`config.mk`:
```
export PLATFORM = sky130hd
export DESIGN_NAME = arith_unit
export DESIGN_NICKNAME = d
export VERILOG_FILES = /design/src/rtl/arith_unit.sv
export SDC_FILE = /design/constraint.sdc
export NUM_CORES = 1
export LEC_CHECK = 0
export BUFFER_PORTS_ARGS = -buffer_cell sky130_fd_sc_hd__buf_2
export CORE_AREA = 2 2 39 41
export DETAILED_ROUTE_END_ITERATION = 6
export DIE_AREA = 0 0 41 43
export GPL_ROUTABILITY_DRIVEN = 0
export PLACE_DENSITY_LB_ADDON = 0.25
export SYNTH_ARGS = -nofsm -noshare
export SYNTH_HDL_FRONTEND = slang
export SYNTH_SLANG_ARGS = --single-unit
```
`constraint.sdc`:
```
create_clock -name vclk -period 3.5
set_input_delay 0.35 -clock vclk [all_inputs]
set_output_delay 0.35 -clock vclk [all_outputs]
set_load 0.02 [all_outputs]
```
`src/rtl/arith_unit.sv`:
```
module arith_unit #(
  parameter int WIDTH = 4
) (
  input  logic [WIDTH-1:0] op_a,
  input  logic [WIDTH-1:0] op_b,
  input  logic [1:0]       y_sel,
  input  logic             carry_in,
  output logic [WIDTH-1:0] result,
  output logic             carry_out
);
  logic [WIDTH-1:0] y_opnd;
  logic [WIDTH:0]   cy;

  assign cy[0] = carry_in;

  for (genvar i = 0; i < WIDTH; i++) begin : g_bit
    always_comb begin
      case (y_sel)
        2'b00:   y_opnd[i] = op_b[i];
        2'b01:   y_opnd[i] = ~op_b[i];
        2'b10:   y_opnd[i] = 1'b0;
        default: y_opnd[i] = 1'b1;
      endcase
    end
    assign result[i] = op_a[i] ^ y_opnd[i] ^ cy[i];
    assign cy[i+1]   = (op_a[i] & y_opnd[i]) | (cy[i] & (op_a[i] ^ y_opnd[i]));
  end

  assign carry_out = cy[WIDTH];
endmodule

```
==> run metrics, run 1 <==
input/output buffers=16; top cells by count, synth=inv_1, fa_1, xnor2_1, nand2b_1, nor2b_1; top cells by area, synth=fa_1, xnor2_1, inv_1; Ports=16; setup violators final=0; CP Capture Type=output port; Routed wire per std cell=around 6.1 µm; CP Class=in2out; sequential cell area=0 µm²; Crit path required time=3.15 ns; Crit path arrival time=roughly 2.4 ns; Syn Nets=34; WHS=between 1 and 1.5 ns; M2 GR Usage=under 10%; internal power=0.0244 mW; met1 Use GR=6.47%; M3 GR Usage=0%; Synth Area per Inst=8.82 µm²; IR drop worst, VDD=approximately 0.11 mV; P_leak=0.141 nW; Antenna diodes=0; fraction of final layout cells sized beyond drive strength 1=47.1%; total grt overflow=0; core area=1380 µm²; initial antenna violation count=0; Max Freq=0.363 GHz; die area=1760 µm²; sw frac=59.8%; Final Cell Area=263 µm²; total negative slack=0 ns; Post-CTS Setup Repair Bufs=0; final cycle utilization of the critical path=78.6%; via count=around 150; area growth from synthesis to layout=56.7%; Post-Route WL=304 µm; post-synthesis sequential area ratio=0%; synth unique cells=6; Hold Path Class=in2out; Cell Rows=14; Area after DPL=263 µm²; final core area utilization=19.0%; synthesized area=168 µm²; Initial Util=12.1%; total power=0.0607 mW; Hold Fails Final Rpt=0; net load switching power=0.0363 mW; Max Fanout on Critical Path=4; vias per std cell=3.06; Clk network pwr share=0%; Hold-fix buffers, CTS=0; Worst setup SP type=input pin; RSZ-0062 raised after global routing=false; Worst Tran Pin Value=slightly below 0.2 ns; largest net degree at the start of global routing=5; first-pass GRT wire length=531 µm; sequential cells=0; top-count cell post-synth=inv_1; Synth Instances=19; combinational share of power=100.0%; GRT Overall Usage=4.02%; Slew Viols, Final=0; post-CTS resize count=0; Die H=between 40 and 50 µm; status=completed; Detail Route Antenna Nets=0; Sequential Power Share=0%; busiest grt layer=met1; Power Dens Cells=roughly 230 nW/µm²; Tmin final=approximately 2.8 ns; drt pass-1 iters=1; DRC=0; Slew headroom=slightly below 90%; Synthesis Warnings=0; Chip Width=41 µm; final-stage net count=51; number of max-cap violations=0; post-synth top area cell=fa_1; DRT iter0 DRCs=0; number of global-route vias before repair=138; CLK BUF=0; Synth top area share=a little under half
## cell families (layout without fill, tap and decap cells)
group,Yosys count,count (layout),synth area share (%)
xor gates and xnor gates,4,4,20.9
and+or+nand+nor,4,4,14.9
buffers and inverters,7,22,16.4
adders and majority gates,4,4,47.8
## worst max-delay path, cell delays in order
cell and delay, ns:
buf_2 0.12, nand2b_1 0.15, xnor2_1 0.17, fa_1 0.19
inv_1 0.05, fa_1 0.38, fa_1 0.36, inv_1 0.07
fa_1 0.40, buf_2 0.17
## cell usage in the layout (no fill, tap or decap), drive strengths merged
cell type,netlist,routed
xnor2,4,4
inv,6,6
nor2b,2,2
nand2b,2,2
fa,4,4
buf,1,16
## through the flow
| stage | setup WS, ns | std cells |
|---|---|---|
| floorplan | 0.985 | 19 |
| global placement | 0.732 | 50 |
| detailed placement | 0.739 | 50 |
| CTS | 0.732 | 50 |
| global route | 0.619 | 50 |
| finish | 0.747 | 50 |
## area by class of cell
| cell class | count | area, µm² |
|---|---|---|
| inverter | 6 | 22.5 |
| timing repair buffer | 16 | 80.1 |
| tap | 16 | 20.0 |
| multi-input combinational | 12 | 140 |
| fill | 157 | 1120 |
## worst paths after layout
kind / startpoint / endpoint / slack [ns] / cells past startpoint
max: y_sel[1] / result[3] / 0.75 / 10
min: carry_in / result[0] / 1.09 / 3
## power groups by stage
stage | Combinational [mW] | Clock, mW | Sequential (mW)
after floorplan | 0.0444 | 0 | 0
after global placement | 0.0614 | 0 | 0
after detailed placement | 0.0619 | 0 | 0
after CTS | 0.0621 | 0 | 0
after global routing | 0.0698 | 0 | 0
final | 0.0607 | 0 | 0
## routing by layer
| metal | wire [µm] | vias up |
|---|---|---|
| met5 | 0 | - |
| met1 | 115 | 61 |
| li1 | - | 80 |
| met3 | 71 | 0 |
| met2 | 118 | 12 |
| met4 | 0 | 0 |
No activity file was read; power rests on OpenSTA's default activity.
==> run 2, diff against run 1 <==
Settings changed: ABC_AREA from default to 1.
Clock period 3.5 ns to 2.74 ns, I/O delays scaled along.
==> run 2 against run 1 <==
Flip-flop and latch count unchanged. Critical path depth unchanged. Synthesized area is 9.7% higher. Combinational power increased by 21%. Final cell count increased by 18%. Die area is the same. Total power increased by 21%. First-iteration DRC count did not move. Worst setup slack got worse by 0.54 ns. Synthesized cell count increased by 42%. Highest routed layer unchanged.
==> run metrics, run 2 <==
WHS Endpoint=result[0]; Crit. Startpoint=y_sel[0]; Crit path arrival time=about 2.3 ns; via count=~210; number of global-route vias before repair=167; status=completed; sequential cells=0; die area=approximately 1800 µm²; CLK BUF=0; total negative slack=0 ns; P_leak=0.171 nW; total power=about 0.073 mW; synth unique cells=7; synthesized area=184 µm²; WHS=0.927 ns; RSZ-0062 raised after global routing=false; Synth Instances=27; largest net degree at the start of global routing=8; Synth Area per Inst=just under 7 µm²; DRC=0; Crit path required time=between 2 and 2.5 ns; Post-Route WL=378 µm; Antenna diodes=0; Die H=roughly 43 µm; IR drop worst, VDD=0.0664 mV; area growth from synthesis to layout=55.8%; Power Dens Cells=256 nW/µm²; Synthesis Warnings=0; Worst setup SP type=input pin; PnR worst setup slack=between 0.2 and 0.25 ns; initial antenna violation count=0; final cycle utilization of the critical path=92.4%; final-stage net count=60; top-count cell post-synth=inv_1; top cells by count, synth=inv_1, nand2_1, fa_1, nand3_1; post-synth top area cell=fa_1; setup violators final=0; total grt overflow=0; Worst Tran Pin Value=~0.14 ns; Slew headroom=90.8%; Synth top area share=43.5%; Tmin final=2.53 ns; commonest non-fill, non-tap cell in the layout=buf_2; GRT Overall Usage=4.61%; Slew Viols, Final=0; input/output buffers=16; Hold-fix buffers, CTS=0; most frequent cells in the layout=buf_2, inv_1, nand2_1; pre-CTS setup slack=roughly 0.15 ns; Cell Rows=14; # fillers=174; Max Fanout on Critical Path=7; post-synthesis sequential area ratio=0%; first-pass GRT wire length=between 600 and 700 µm; CP Capture Type=output port; fraction of final layout cells sized beyond drive strength 1=39.5%; post-DP HPWL=371 µm; Syn Nets=42; Routed wire per std cell=6.41 µm; CP Class=in2out; top cells by area, synth=fa_1, inv_1, nand2_1; Initial Util=13.3%; vias per std cell=3.58; Ports=16; Detail Route Antenna Nets=0; DRT iter0 DRCs=0; hold path startpoint=carry_in; Max Freq=0.395 GHz; number of max-cap violations=0; Hold Path Depth=3; Chip Width=41 µm; sequential cell area=0 µm²; drt pass-1 iters=1; core area=1380 µm²; Hold Fails Final Rpt=0; Hold Path Class=in2out
==> run 2: cell types whose count changed in the layout (fill, tap and decap cells not counted) <==
cell and delta:
inv_1 +2, nand2_1 +6, nand2b_1 -2, nand3_1 +4, nand3b_1 +2, nor2_2 +1, nor2b_1 -2, or2_1 +2
xnor2_1 -4
==> run 2: worst max-delay path by stage <==
stage                     depth (start not counted)  slack (ns)        end
after CTS                                        11        0.15  result[3]
after global routing                             11        0.05  result[3]
after detailed placement                         11        0.15  result[3]
after floorplan                                   9        0.46  result[3]
after global placement                           11        0.15  result[3]
final                                            10        0.21  result[3]
==> run 2: power by group <==
part           leakage (nW)  total [mW]  switching, mW  internal [mW]
Combinational         0.171      0.0734         0.0453         0.0280
Sequential                0           0              0              0
Clock                     0           0              0              0
Total                 0.171      0.0734         0.0453         0.0280
==> run 2: area by class of cell <==
cell class | instances | area, µm² | share of cell area (%)
tap | 16 | 20.0 | 6.99
timing repair buffer | 16 | 80.1 | 27.9
multi-input combinational | 19 | 156 | 54.6
inverter | 8 | 30.0 | 10.5
==> run 2: logic make-up after synthesis <==
| group | Yosys count | synth area share, % |
|---|---|---|
| and+or+nand+nor | 15 | 40.1 |
| adders and majority gates | 4 | 43.5 |
| buffers and inverters | 8 | 16.3 |
==> run 2: routing by layer <==
| metal | global-route usage, % | share of wire [%] | up-vias |
|---|---|---|---|
| met1 | 7.37 | 46 | 88 |
| met2 | 7.19 | 43 | 10 |
| met4 | 0 | 0 | 0 |
| met3 | 0 | 11 | 0 |
| li1 | - | - | 113 |
| met5 | 0 | 0 | - |
==> run 2: critical path, stage by stage <==
cell	delay (ns)
buf_2	0.15
nand2_1	0.12
nand3_1	0.13
fa_1	0.17
inv_1	0.05
fa_1	0.37
fa_1	0.37
inv_1	0.07
fa_1	0.39
buf_2	0.17
==> run 2: repair_timing <==
item                                    in CTS  in global routing
endpoints found under the setup margin       0                  1
hold endpoints to repair                     0                  0
resized for setup                            0                  1
setup buffers                                0                  0
==> run 2: stage by stage <==
| step | utilization [%] | cells | area, µm² |
|---|---|---|---|
| 3_3_place_gp | 20.5 | 59 | 284 |
| 2_1_floorplan | - | 27 | 184 |
| 5_1_grt | 20.7 | 59 | 287 |
| 3_5_place_dp | 20.5 | 59 | 284 |
| 6_report | 20.7 | 59 | 287 |
| 4_1_cts | 20.5 | 59 | 284 |
==> run 3, diff against run 2 <==
Settings changed: RECOVER_POWER from default to 50.
==> run 3 against run 2 <==
Global-route usage unchanged. Utilization shrank 0.18 points. Count of clock-buffer cells in the layout did not move. Highest routed layer unchanged.
==> run metrics, run 3 (synthesized netlist as in run 2, its figures left out) <==
Die H=43 µm; post-DP HPWL=about 370 µm; RSZ-0062 raised after global routing=false; Max Freq=0.395 GHz; total negative slack=0 ns; Chip Width=41 µm; first-pass GRT wire length=627 µm; P_leak=0.166 nW; Area after DPL=284 µm²; DRT iter0 DRCs=0; status=completed; core area=1380 µm²; initial antenna violation count=0; drt pass-1 iters=1; Hold Path Class=in2out; setup violators final=0; Initial Util=a little over an eighth; Final Cell Area=284 µm²; Slew Viols, Final=0; via count=211; total grt overflow=0; final-stage net count=60; worst path buffer plus inverter count=4; Worst Tran Pin Value=0.247 ns; Post-CTS Setup Repair Bufs=0; CP Class=in2out; most frequent CP cell=fa_1; sequential cells=0; Crit path arrival time=2.26 ns; commonest non-fill, non-tap cell in the layout=buf_2; Detail Route Antenna Nets=0; GRT Overall Usage=approximately 4.6%; Slew headroom=a little over four fifths; Cell Rows=14; Top delay family on crit path=adder cells; most frequent cells in the layout=buf_2, inv_1, nand2_1; Worst setup SP type=input pin; die area=1760 µm²; final cycle utilization of the critical path=around 92%; Crit path required time=roughly 2.5 ns; Max Fanout on Critical Path=7; WHS=0.947 ns; Post-Route WL=382 µm; total power=0.0720 mW; area growth from synthesis to layout=54.4%; fraction of final layout cells sized beyond drive strength 1=34.9%; input/output buffers=16; vias per std cell=~3.6; Tmin final=2.53 ns; IR drop worst, VDD=0.0655 mV; Antenna diodes=0; DRC=0; Ports=16; crit-path cells=buf_2 > nand2_1 > nand3_1 > fa_1 > inv_1 > fa_1 > fa_1 > inv_1 > fa_1 > buf_2; Hold Fails Final Rpt=0; CLK BUF=0; Power Dens Cells=253 nW/µm²; Crit-path slowest cell=fa_1; number of global-route vias before repair=167; Routed wire per std cell=6.47 µm; slowest stage delay, CP=~0.39 ns; largest net degree at the start of global routing=8; number of max-cap violations=0; CP Capture Type=output port; sequential cell area=0 µm²
==> run 3: changes by cell type in the layout (fill, tap and decap cells not counted), sizes merged <==
cell / delta
clkbuf: +2
buf: -2
==> run 3: metrics by stage <==
stage	utilization [%]	instances	worst slack, ns
3_5_place_dp	20.5	59	0.153
6_report	20.5	59	0.208
2_1_floorplan	-	27	0.462
5_1_grt	20.5	59	0.0482
4_1_cts	20.5	59	0.148
3_3_place_gp	20.5	59	0.151
==> run 3: final cells by class <==
| class | count | area, µm² |
|---|---|---|
| multi-input combinational | 19 | 156 |
| fill | 175 | 1100 |
| timing repair buffer | 16 | 77.6 |
| tap | 16 | 20.0 |
| inverter | 8 | 30.0 |
==> run 3: worst min-delay path, delay by kind of cell <==
| kind | cells | cell delay (ns) |
|---|---|---|
| buffers and inverters | 2 | 0.25 |
| adders and majority gates | 1 | 0.15 |
==> run 3: path summary, 6_finish.rpt <==
| path | cells after the start | end | slack (ns) | from |
|---|---|---|---|---|
| max | 10 | result[3] | 0.21 | y_sel[0] |
| min | 3 | result[3] | 0.95 | op_a[3] |
==> run 3: routing by layer <==
layer  vias to the layer above  track usage, %  part of all wire [%]
met5                         -               0                     0
met4                         0               0                     0
met3                         0               0                    12
met2                        10            7.19                    42
met1                        88            7.37                    46
li1                        113               -                     -
==> run 3: timing repair <==
item,4_1_cts,5_1_grt
endpoints found under the setup margin,0,1
hold buffers,0,0
resized for setup,0,1
==> run 3: where the power goes <==
group	switching [mW]	leakage [nW]	internal [mW]
combinational	0.0456	0.166	0.0263
clock	0	0	0
sequential	0	0	0
